**config.mk**
```make
export PLATFORM = sky130hd
export DESIGN_NAME = fir_serial_mac
export DESIGN_NICKNAME = d
export VERILOG_FILES = /design/src/rtl/fir_pkg.sv /design/src/rtl/fir_coef_rom.sv /design/src/rtl/fir_hist.sv /design/src/rtl/fir_mac.sv /design/src/rtl/fir_ctrl.sv /design/src/rtl/fir_serial_mac.sv
export SDC_FILE = /design/constraint.sdc
export NUM_CORES = 1
export LEC_CHECK = 0
export ABC_AREA = 1
export ABC_CLOCK_PERIOD_IN_PS = 9000
export BUFFER_PORTS_ARGS = -buffer_cell sky130_fd_sc_hd__buf_2
export CAP_MARGIN = 20
export CORE_UTILIZATION = 65
export CTS_CLUSTER_DIAMETER = 50
export DETAILED_ROUTE_END_ITERATION = 16
export GPL_ROUTABILITY_DRIVEN = 0
export GPL_TIMING_DRIVEN = 1
export PLACE_DENSITY = 0.87
export SETUP_SLACK_MARGIN = 0.3
export SLEW_MARGIN = 40
export SYNTH_ARGS = -nofsm -noshare
export SYNTH_HDL_FRONTEND = slang
export SYNTH_HIERARCHICAL = 1
export SYNTH_SLANG_ARGS = --single-unit
```
**constraint.sdc**
```tcl
create_clock -name clk -period 9 [get_ports clk]
set_input_delay 1.8 -clock clk [delete_from_list [all_inputs] [get_ports clk]]
set_output_delay 1.8 -clock clk [all_outputs]
set_load 0.01 [all_outputs]
```
**src/rtl/fir_pkg.sv**
```systemverilog
package fir_pkg;

  typedef enum logic [1:0] {
    ST_IDLE = 2'd0,
    ST_RUN  = 2'd1,
    ST_DONE = 2'd2
  } fir_state_t;

  // Coefficient formula in Q1.9, evaluated at elaboration time.
  function automatic int coef_value(input int set_i, input int tap_i);
    case (set_i)
      0:       return (tap_i < 2) ? 511 : -128;
      1:       return 64;
      2:       return ((tap_i % 2) == 0) ? 128 : -128;
      default: return 256 >> tap_i;
    endcase
  endfunction

endpackage

```
**src/rtl/fir_coef_rom.sv**
```systemverilog
module fir_coef_rom #(
  parameter int TAPS = 8,
  parameter int CW   = 10,
  parameter int SETS = 4,
  localparam int SW  = $clog2(SETS)
) (
  input  logic [SW-1:0]        sel,
  output logic [TAPS*CW-1:0]   word
);

  logic [TAPS*CW-1:0] rom [SETS];

  for (genvar s = 0; s < SETS; s++) begin : g_set
    for (genvar k = 0; k < TAPS; k++) begin : g_tap
      assign rom[s][k*CW +: CW] = CW'(fir_pkg::coef_value(s, k));
    end
  end

  assign word = rom[sel];

endmodule

```
**src/rtl/fir_hist.sv**
```systemverilog
module fir_hist #(
  parameter int DEPTH = 8,
  parameter int DW    = 10,
  localparam int AW   = $clog2(DEPTH)
) (
  input  logic          clk,
  input  logic          rst,
  input  logic          wr_en,
  input  logic [DW-1:0] wr_data,
  input  logic [AW-1:0] rd_ofs,
  output logic [DW-1:0] rd_data
);

  logic [DW-1:0] mem [DEPTH];
  logic [AW-1:0] wptr;
  logic [AW-1:0] rd_addr;

  always_ff @(posedge clk) begin
    if (rst) begin
      wptr <= '0;
      for (int i = 0; i < DEPTH; i++) mem[i] <= '0;
    end else if (wr_en) begin
      mem[wptr] <= wr_data;
      wptr      <= wptr + 1'b1;
    end
  end

  // offset 0 addresses the newest entry
  assign rd_addr = wptr - AW'(1) - rd_ofs;
  assign rd_data = mem[rd_addr];

endmodule

```
**src/rtl/fir_mac.sv**
```systemverilog
module fir_mac #(
  parameter int DW   = 10,
  parameter int FRAC = 9,
  localparam int AW  = DW + 1,
  localparam int PW  = 2 * AW
) (
  input  logic          clk,
  input  logic          rst,
  input  logic          clr,
  input  logic          step,
  input  logic [DW-1:0] smp,
  input  logic [DW-1:0] coef,
  output logic [DW-1:0] res
);

  logic signed [AW-1:0] a_ext, c_ext, term, acc;
  logic signed [PW-1:0] prod;

  assign a_ext = {smp[DW-1], smp};
  assign c_ext = {coef[DW-1], coef};
  assign prod  = PW'(a_ext) * PW'(c_ext);
  assign term  = AW'(prod >>> FRAC);

  always_ff @(posedge clk) begin
    if (rst || clr) acc <= '0;
    else if (step)  acc <= acc + term;
  end

  assign res = acc[DW-1:0];

endmodule

```
**src/rtl/fir_ctrl.sv**
```systemverilog
module fir_ctrl
  import fir_pkg::*;
#(
  parameter int TAPS = 8,
  localparam int TW  = $clog2(TAPS)
) (
  input  logic          clk,
  input  logic          rst,
  input  logic          bypass,
  input  logic          smp_valid,
  output logic          accept,
  output logic          step,
  output logic          finish,
  output fir_state_t    state_q,
  output logic [TW-1:0] tap_q
);

  assign accept = (state_q == ST_IDLE) && smp_valid && !bypass;
  assign step   = (state_q == ST_RUN)  && !bypass;
  assign finish = (state_q == ST_DONE) && !bypass;

  always_ff @(posedge clk) begin
    if (rst || bypass) begin
      state_q <= ST_IDLE;
      tap_q   <= '0;
    end else begin
      case (state_q)
        ST_IDLE: if (smp_valid) begin
          state_q <= ST_RUN;
          tap_q   <= '0;
        end
        ST_RUN: begin
          if (tap_q == TW'(TAPS - 1)) begin
            state_q <= ST_DONE;
            tap_q   <= '0;
          end else begin
            tap_q <= tap_q + 1'b1;
          end
        end
        default: state_q <= ST_IDLE;
      endcase
    end
  end

endmodule

```
**src/rtl/fir_serial_mac.sv**
```systemverilog
module fir_serial_mac
  import fir_pkg::*;
#(
  parameter int TAPS = 8,
  parameter int DW   = 10,
  parameter int SETS = 4,
  parameter int FRAC = 9,
  parameter int DBGW = 6,
  localparam int SW  = $clog2(SETS),
  localparam int TW  = $clog2(TAPS)
) (
  input  logic            clk,
  input  logic            rst,
  input  logic            smp_valid,
  input  logic [DW-1:0]   smp_data,
  input  logic [SW-1:0]   set_sel,
  input  logic            bypass,
  input  logic            dbg_sel,
  output logic [DW-1:0]   out_data,
  output logic            out_ready,
  output logic [DBGW-1:0] dbg_out
);

  fir_state_t        state_q;
  logic [TW-1:0]     tap_q;
  logic              accept, step, finish;
  logic [TAPS*DW-1:0] rom_word, coef_q;
  logic [SW-1:0]     set_q;
  logic [DW-1:0]     hist_q, acc_q, coef_cur;

  fir_ctrl #(.TAPS(TAPS)) u_ctrl (
    .clk(clk), .rst(rst), .bypass(bypass), .smp_valid(smp_valid),
    .accept(accept), .step(step), .finish(finish),
    .state_q(state_q), .tap_q(tap_q)
  );

  fir_coef_rom #(.TAPS(TAPS), .CW(DW), .SETS(SETS)) u_rom (
    .sel(set_sel), .word(rom_word)
  );

  fir_hist #(.DEPTH(TAPS), .DW(DW)) u_hist (
    .clk(clk), .rst(rst), .wr_en(accept), .wr_data(smp_data),
    .rd_ofs(tap_q), .rd_data(hist_q)
  );

  assign coef_cur = coef_q[tap_q*DW +: DW];

  fir_mac #(.DW(DW), .FRAC(FRAC)) u_mac (
    .clk(clk), .rst(rst), .clr(accept), .step(step),
    .smp(hist_q), .coef(coef_cur), .res(acc_q)
  );

  // whole coefficient set latched with the sample
  always_ff @(posedge clk) begin
    if (rst) begin
      coef_q <= '0;
      set_q  <= '0;
    end else if (accept) begin
      coef_q <= rom_word;
      set_q  <= set_sel;
    end
  end

  always_ff @(posedge clk) begin
    if (rst) begin
      out_data  <= '0;
      out_ready <= 1'b0;
      dbg_out   <= '0;
    end else begin
      out_ready <= 1'b0;
      if (bypass) begin
        if (smp_valid) begin
          out_data  <= smp_data;
          out_ready <= 1'b1;
        end
      end else if (finish) begin
        out_data  <= acc_q;
        out_ready <= 1'b1;
      end
      dbg_out <= dbg_sel ? hist_q[DW-1 -: DBGW] : DBGW'({state_q, tap_q});
    end
  end

endmodule

```
==> flow_metrics.tcl, run 1 <==
set metrics [dict create \
    hold-worst-slack_ps 458 \
    setup_viol 0 \
    io_pins 34 \
    synthCells 1888 \
    path_class "flip-flop to flip-flop" \
    synth-seq-cells 195 \
    worst_hold_path_type "flip-flop to flip-flop" \
    wl_per_cell_um 15.2 \
    place_hpwl_mm 22.2 \
    async_flop_share_pct 0 \
    finalHoldViolCount 0 \
    clock-root-buffer "clkbuf_16" \
    antenna_found_initial 2 \
    worstPathArrival_ps 8630 \
    port_buffers 33 \
    coreArea_mm2 0.0212 \
    cp.required_ps 9330 \
    cts_setup_buffers 0 \
    nFillCells 1648 \
    vias 11400 \
    tns_ps 0 \
    multi_input_area_mm2 0.00705 \
    routed_wl_mm 32.0 \
    final_layout_size_suffix_gt1_share_pct 5.85 \
    finClkSkew_ps 20.4 \
    period_share_pct 92.2 \
    cp_max_fo 21 \
    rows 53 \
    clk_pin_slew_ps 70 \
    drt-initial-drc-count 1068 \
    yosys_most_used_dff "dfxtp_1" \
    min_period_ps 8290 \
    cellPowerDensity_mw_per_mm2 211 \
    netlist.area_leader.share_pct 16.9 \
    synth-seq-area-share_pct 33.2 \
    rsz0062_at_grt "no" \
    htreeDepth 4 \
    dr.pass1.iters 5 \
    ant_nets 0 \
    critPathSlowestCell "fa_1" \
    drc 0 \
    grt_max_degree 133 \
    register_area_mm2 0.00470 \
    fin_nets 1984 \
    ys_types 41 \
    maxCapViolations 0 \
    max_stage_delay_ps 530 \
    fp.dieW_um 150 \
    synth_area_mm2 0.0142 \
    cts_buffer_depth 2 \
    worst-slew-pin-transition_ps 783 \
    ir_drop_mv 0.151 \
    yosysTopAreaCell "edfxtp_1" \
    slew_violations 0 \
    via_per_inst 5.41 \
    cts_tree "done" \
    cts_buffers 17 \
    chipHeight_um 150 \
    outcome "finished, final reports clean" \
    grt_pass1_wl_mm 51.8 \
    yosys-top-cells-area "edfxtp_1 (17%), dfxtp_1 (16%), nand2_1 (13%)" \
    avgSynthCellArea_um2 7.52 \
    grt-ovfl-total 0 \
    synth-edff-count 80 \
    endpoint_kind "flip-flop" \
    max_freq_mhz 121 \
    clock_latency_ps 450 \
    clock_sinks 195 \
    initial_core_util_pct 66.9 \
    syn2layout_area_growth_pct 1.30 \
    grt_pass1_vias 10800 \
    critPathLaunchType "flip-flop" \
    grtUsageTotal_pct 29.5 \
    ys_warn_count 6 \
    total_leakage_power_nw 7.49 \
    slew_headroom_pct 47.7 \
    dieArea_mm2 0.0224 \
]
## state kept, by name, indices dropped and copies added, names as in the netlist
signal and flops:
coef_q 80, dbg_out 6, out_data 10, out_ready 1, u_ctrl/state_q 2, u_ctrl/tap_q 3
u_hist/mem 80, u_hist/wptr 3, u_mac/acc 10
## worst max-delay path, delay by kind of cell (launching register included)
family / cells / cell delay, ps
adder cells (fa/ha/maj): 9 / 3730
flip-flops: 1 / 380
buffers and inverters: 4 / 760
XOR/XNOR: 2 / 280
AND/OR/NAND/NOR: 10 / 1690
AO/OA/AOI/OAI: 7 / 1350
## cells in the mapped netlist (9+ instances only)
cell,number
buf_6,21
a21oi_1,108
nor2_1,138
o21ai_1,9
ha_1,62
nand2_1,483
buf_2,31
fa_1,88
buf_4,87
inv_1,370
nand3_1,103
dfxtp_1,115
edfxtp_1,80
xor2_1,12
o21ai_0,102
clkbuf_1,20
## final cells by class
class | instances | share of cell area, %
Multi-Input combinational cell | 1184 | 49.0
Sequential cell | 195 | 32.7
Inverter | 380 | 9.98
Clock buffer | 18 | 3.06
Tap cell | 275 | 2.39
Timing Repair Buffer | 39 | 1.49
Clock inverter | 14 | 1.29
Antenna cell | 1 | 0.0174
## final timing paths
| path | start | end | slack [ps] | depth (start not counted) |
|---|---|---|---|---|
| worst max register to register | u_hist/wptr[0] | u_mac/acc[7] | 710 | 32 |
| worst min register to register | coef_q[65] | coef_q[65] | 460 | 2 |
| worst max-delay path | u_hist/wptr[0] | u_mac/acc[7] | 710 | 32 |
| worst min-delay path | coef_q[65] | coef_q[65] | 460 | 2 |
## layout by cell type (no fill, tap or decap), types with 5 or more instances in the layout
master / n
dfxtp_1: 115
nand2_2: 6
ha_1: 62
fa_1: 88
buf_2: 33
inv_2: 7
inv_1: 369
clkbuf_16: 17
a21oi_1: 108
buf_4: 5
nand3_1: 103
xor2_1: 12
o21ai_1: 9
o21ai_0: 102
clkinv_8: 5
edfxtp_1: 80
nor2_1: 137
conb_1: 32
nor2_2: 8
nand2_1: 483
## power by group
part           internal [mW]  switching (mW)  total [mW]
Clock                  0.410           0.375       0.785
Sequential             0.965          0.0169       0.982
Combinational          0.441           0.824        1.27
Total                   1.82            1.22        3.03
## logic make-up (layout without fill, tap and decap cells)
kind of cell             count (synthesis)  count (layout)  synth area share, %
flip-flops                             195             195                 33.2
XOR/XNOR                                16              16                0.988
AND/OR/NAND/NOR                        757             757                 21.7
AO/OA/AOI/OAI                          229             229                 8.25
adder cells (fa/ha/maj)                150             150                 17.9
other                                    1              33               0.0264
buffers and inverters                  540             451                 18.0
## repair_timing
item | 4_1_cts | 5_1_grt
hold buffers | 0 | 0
resized for setup | 0 | 1
endpoints found under the setup margin | 0 | 1
## through the flow
step           instance area, um2  setup slack, ps  util [%]  total power [mW]  cells
5_1_grt                     14400              321      67.7              3.23   2105
3_5_place_dp                13700              860      64.8              2.23   2073
6_report                    14400              705      67.7              3.03   2106
3_3_place_gp                13700             1100      64.7              2.17   2073
4_1_cts                     14400              828      67.7              3.01   2105
2_1_floorplan               14300             1860         -              1.99   1919
## per-layer routing
metal | wire [um] | vias to the layer above | part of all wire, % | global-route usage (%)
met5 | 17 | - | 0.053 | 0
met1 | 13100 | 5205 | 41 | 38.5
li1 | - | 5499 | - | -
met4 | 1330 | 2 | 4.2 | 14.8
met2 | 14700 | 590 | 46 | 47.5
met3 | 2810 | 102 | 8.8 | 5.06
Power figures use the tool's default switching activity.
==> run 2: changes to the inputs <==
--- a/config.mk
+++ b/config.mk
@@ -6,18 +6,19 @@
 export NUM_CORES = 1
 export LEC_CHECK = 0
 export ABC_AREA = 1
-export ABC_CLOCK_PERIOD_IN_PS = 9000
+export ABC_CLOCK_PERIOD_IN_PS = 6900
 export BUFFER_PORTS_ARGS = -buffer_cell sky130_fd_sc_hd__buf_2
 export CAP_MARGIN = 20
-export CORE_UTILIZATION = 65
+export CORE_UTILIZATION = 40
 export CTS_CLUSTER_DIAMETER = 50
 export DETAILED_ROUTE_END_ITERATION = 16
 export GPL_ROUTABILITY_DRIVEN = 0
 export GPL_TIMING_DRIVEN = 1
-export PLACE_DENSITY = 0.87
+export PLACE_DENSITY = 0.62
 export SETUP_SLACK_MARGIN = 0.3
 export SLEW_MARGIN = 40
 export SYNTH_ARGS = -nofsm -noshare
 export SYNTH_HDL_FRONTEND = slang
 export SYNTH_HIERARCHICAL = 1
 export SYNTH_SLANG_ARGS = --single-unit
+export TNS_END_PERCENT = 1
==> constraint.sdc (replaced) <==
create_clock -name clk -period 6.9 [get_ports clk]
set_input_delay 1.38 -clock clk [delete_from_list [all_inputs] [get_ports clk]]
set_output_delay 1.38 -clock clk [all_outputs]
set_load 0.01 [all_outputs]
==> flow_metrics.tcl, run 2 (same netlist as run 1, synthesis figures left out) <==
set metrics [dict create \
    outcome "complete, but fails checks" \
    failed_checks "setup timing" \
    cellPowerDensity_mw_per_mm2 286 \
    critPathSlowestCell "fa_2" \
    cts_buffer_depth 2 \
    routed_wl_mm 32.1 \
    critPathLaunchType "flip-flop" \
    fin_ws_ps -24.9 \
    reg2reg_from "u_ctrl/tap_q[0]" \
    endpoint_kind "flip-flop" \
    max_freq_mhz 144 \
    clock_sinks 195 \
    final_layout_size_suffix_gt1_share_pct 14.6 \
    p_comb_share_pct 49.0 \
    cts_tree "done" \
    drt-initial-drc-count 793 \
    finalHoldViolCount 0 \
    largestRegisters "coef_q: 80 flops, u_hist/mem: 80 flops" \
    grtUsageTotal_pct 18.8 \
    setup_viol 2 \
    syn2layout_area_growth_pct 11.4 \
    dr.pass1.iters 5 \
    slew_headroom_pct 50.2 \
    max_stage_delay_ps 630 \
    grt_pass1_vias 11000 \
    clk_pin_slew_ps 90 \
    clock_latency_ps 460 \
    p_clk_share_pct 22.7 \
    drc 0 \
    grt_max_degree 123 \
    final_cell_mix "nand2_1 (453), inv_1 (364), nor2_1 (134)" \
    fp.dieW_um 190 \
    ant_nets 0 \
    cts_buffers 17 \
    maxCapViolations 0 \
    path_class "flip-flop to flip-flop" \
    grt-ovfl-total 0 \
    htreeDepth 4 \
    dieArea_mm2 0.0362 \
    antenna_cells 0 \
    cp.required_ps 7260 \
    p_sw_share_pct 39.1 \
    total_leakage_power_nw 8.11 \
    grt_pass1_wl_mm 54.1 \
    via_per_inst 4.65 \
    setup.worst_path.start "u_ctrl/tap_q[0]" \
    rows 68 \
    antenna_found_initial 0 \
    period_share_pct 100 \
    clock-root-buffer "clkbuf_16" \
    tns_ps -31.3 \
    worst_hold_path_type "flip-flop to flip-flop" \
    fin_nets 2091 \
    place_hpwl_mm 23.5 \
    power.switching_mw 1.77 \
    io_pins 34 \
    rsz0062_at_grt "yes" \
    hold-worst-slack_ps 458 \
    worstPathArrival_ps 7290 \
    vias 11100 \
    cts-hold-fix-buffers 0 \
    initial_core_util_pct 40.9 \
    wl_per_cell_um 13.4 \
    finClkSkew_ps 15.3 \
    final_common_cell "nand2_1" \
    ir_drop_mv 0.179 \
    coreArea_mm2 0.0347 \
    pre_cts_slack_ps -296 \
    port_buffers 33 \
    seqPwrFrac_pct 28.3 \
    slew_violations 0 \
    p_int_mw 2.75 \
    worst-slew-pin-transition_ps 748 \
    cp_max_fo 8 \
    min_period_ps 6920 \
    hp-start "coef_q[67]" \
    nFillCells 3408 \
    chipHeight_um 190 \
]
[run 2: changes by cell type in the layout (fill, tap and decap cells not counted), moves of 6 or more]
cell,change
nand2_1,-30
nand3_2,+7
buf_4,+95
ha_1,-6
ha_4,+6
nand2_2,+19
a21oi_2,+8
nand3_1,-7
nand2_4,+11
a21oi_1,-9
buf_6,+6
[run 2: power by group through the flow]
| stage | combinational [mW] | sequential (mW) | clock, mW |
|---|---|---|---|
| 2_1_floorplan | 1.36 | 1.30 | 0 |
| 3_3_place_gp | 1.97 | 1.30 | 0 |
| 3_5_place_dp | 2.00 | 1.31 | 0 |
| 4_1_cts | 2.18 | 1.28 | 1.05 |
| 5_1_grt | 2.53 | 1.29 | 1.09 |
| 6_report | 2.21 | 1.28 | 1.03 |
[run 2: path summary, 6_finish.rpt]
path,endpoint,slack (ps),cells past startpoint
max reg2reg,u_mac/acc[7],-20,33
min,coef_q[67],460,2
min reg2reg,coef_q[67],460,2
max,u_mac/acc[7],-20,33
[run 2: per-stage QoR]
step / util [%] / instance area, um2 / std cells / power (mW)
after CTS: 45.4 / 15800 / 2392 / 4.51
after global placement: 42.8 / 14800 / 2349 / 3.27
after floorplan: - / 14500 / 1919 / 2.66
after global routing: 45.5 / 15800 / 2392 / 4.90
after detailed placement: 42.8 / 14900 / 2349 / 3.30
final: 45.5 / 15800 / 2392 / 4.52
[run 2: per-layer routing]
layer	share of wire, %	GRT usage (%)	vias up
met1	47	24.6	5194
li1	-	-	5698
met4	1.8	5.54	0
met2	48	32.2	179
met3	3.1	2.47	44
met5	0	0	-
[run 2: critical path, delay by kind of cell (launching register included)]
kind            cells  cell delay, ps
compound gates      6             800
simple gates       11            1100
xor+xnor            2             240
flops               1             340
fa+ha+maj           9            3950
buf+inv             5             410
[run 2: timing repair]
action | 4_1_cts | 5_1_grt
setup endpoints to repair | 9 | 9
pin swaps | 50 | 5
gates cloned | 1 | 0
buffers inserted | 10 | 0
gates resized for setup | 65 | 10
[run 2: final cells by class]
class	instances	area [um2]	share of cell area, %
clock inverter	15	179	1.13
timing repair buffer	146	1110	7.01
inverter	380	1430	9.07
tap	455	569	3.60
clock buffer	17	425	2.69
multi-input combinational	1184	7380	46.7
sequential	195	4710	29.8
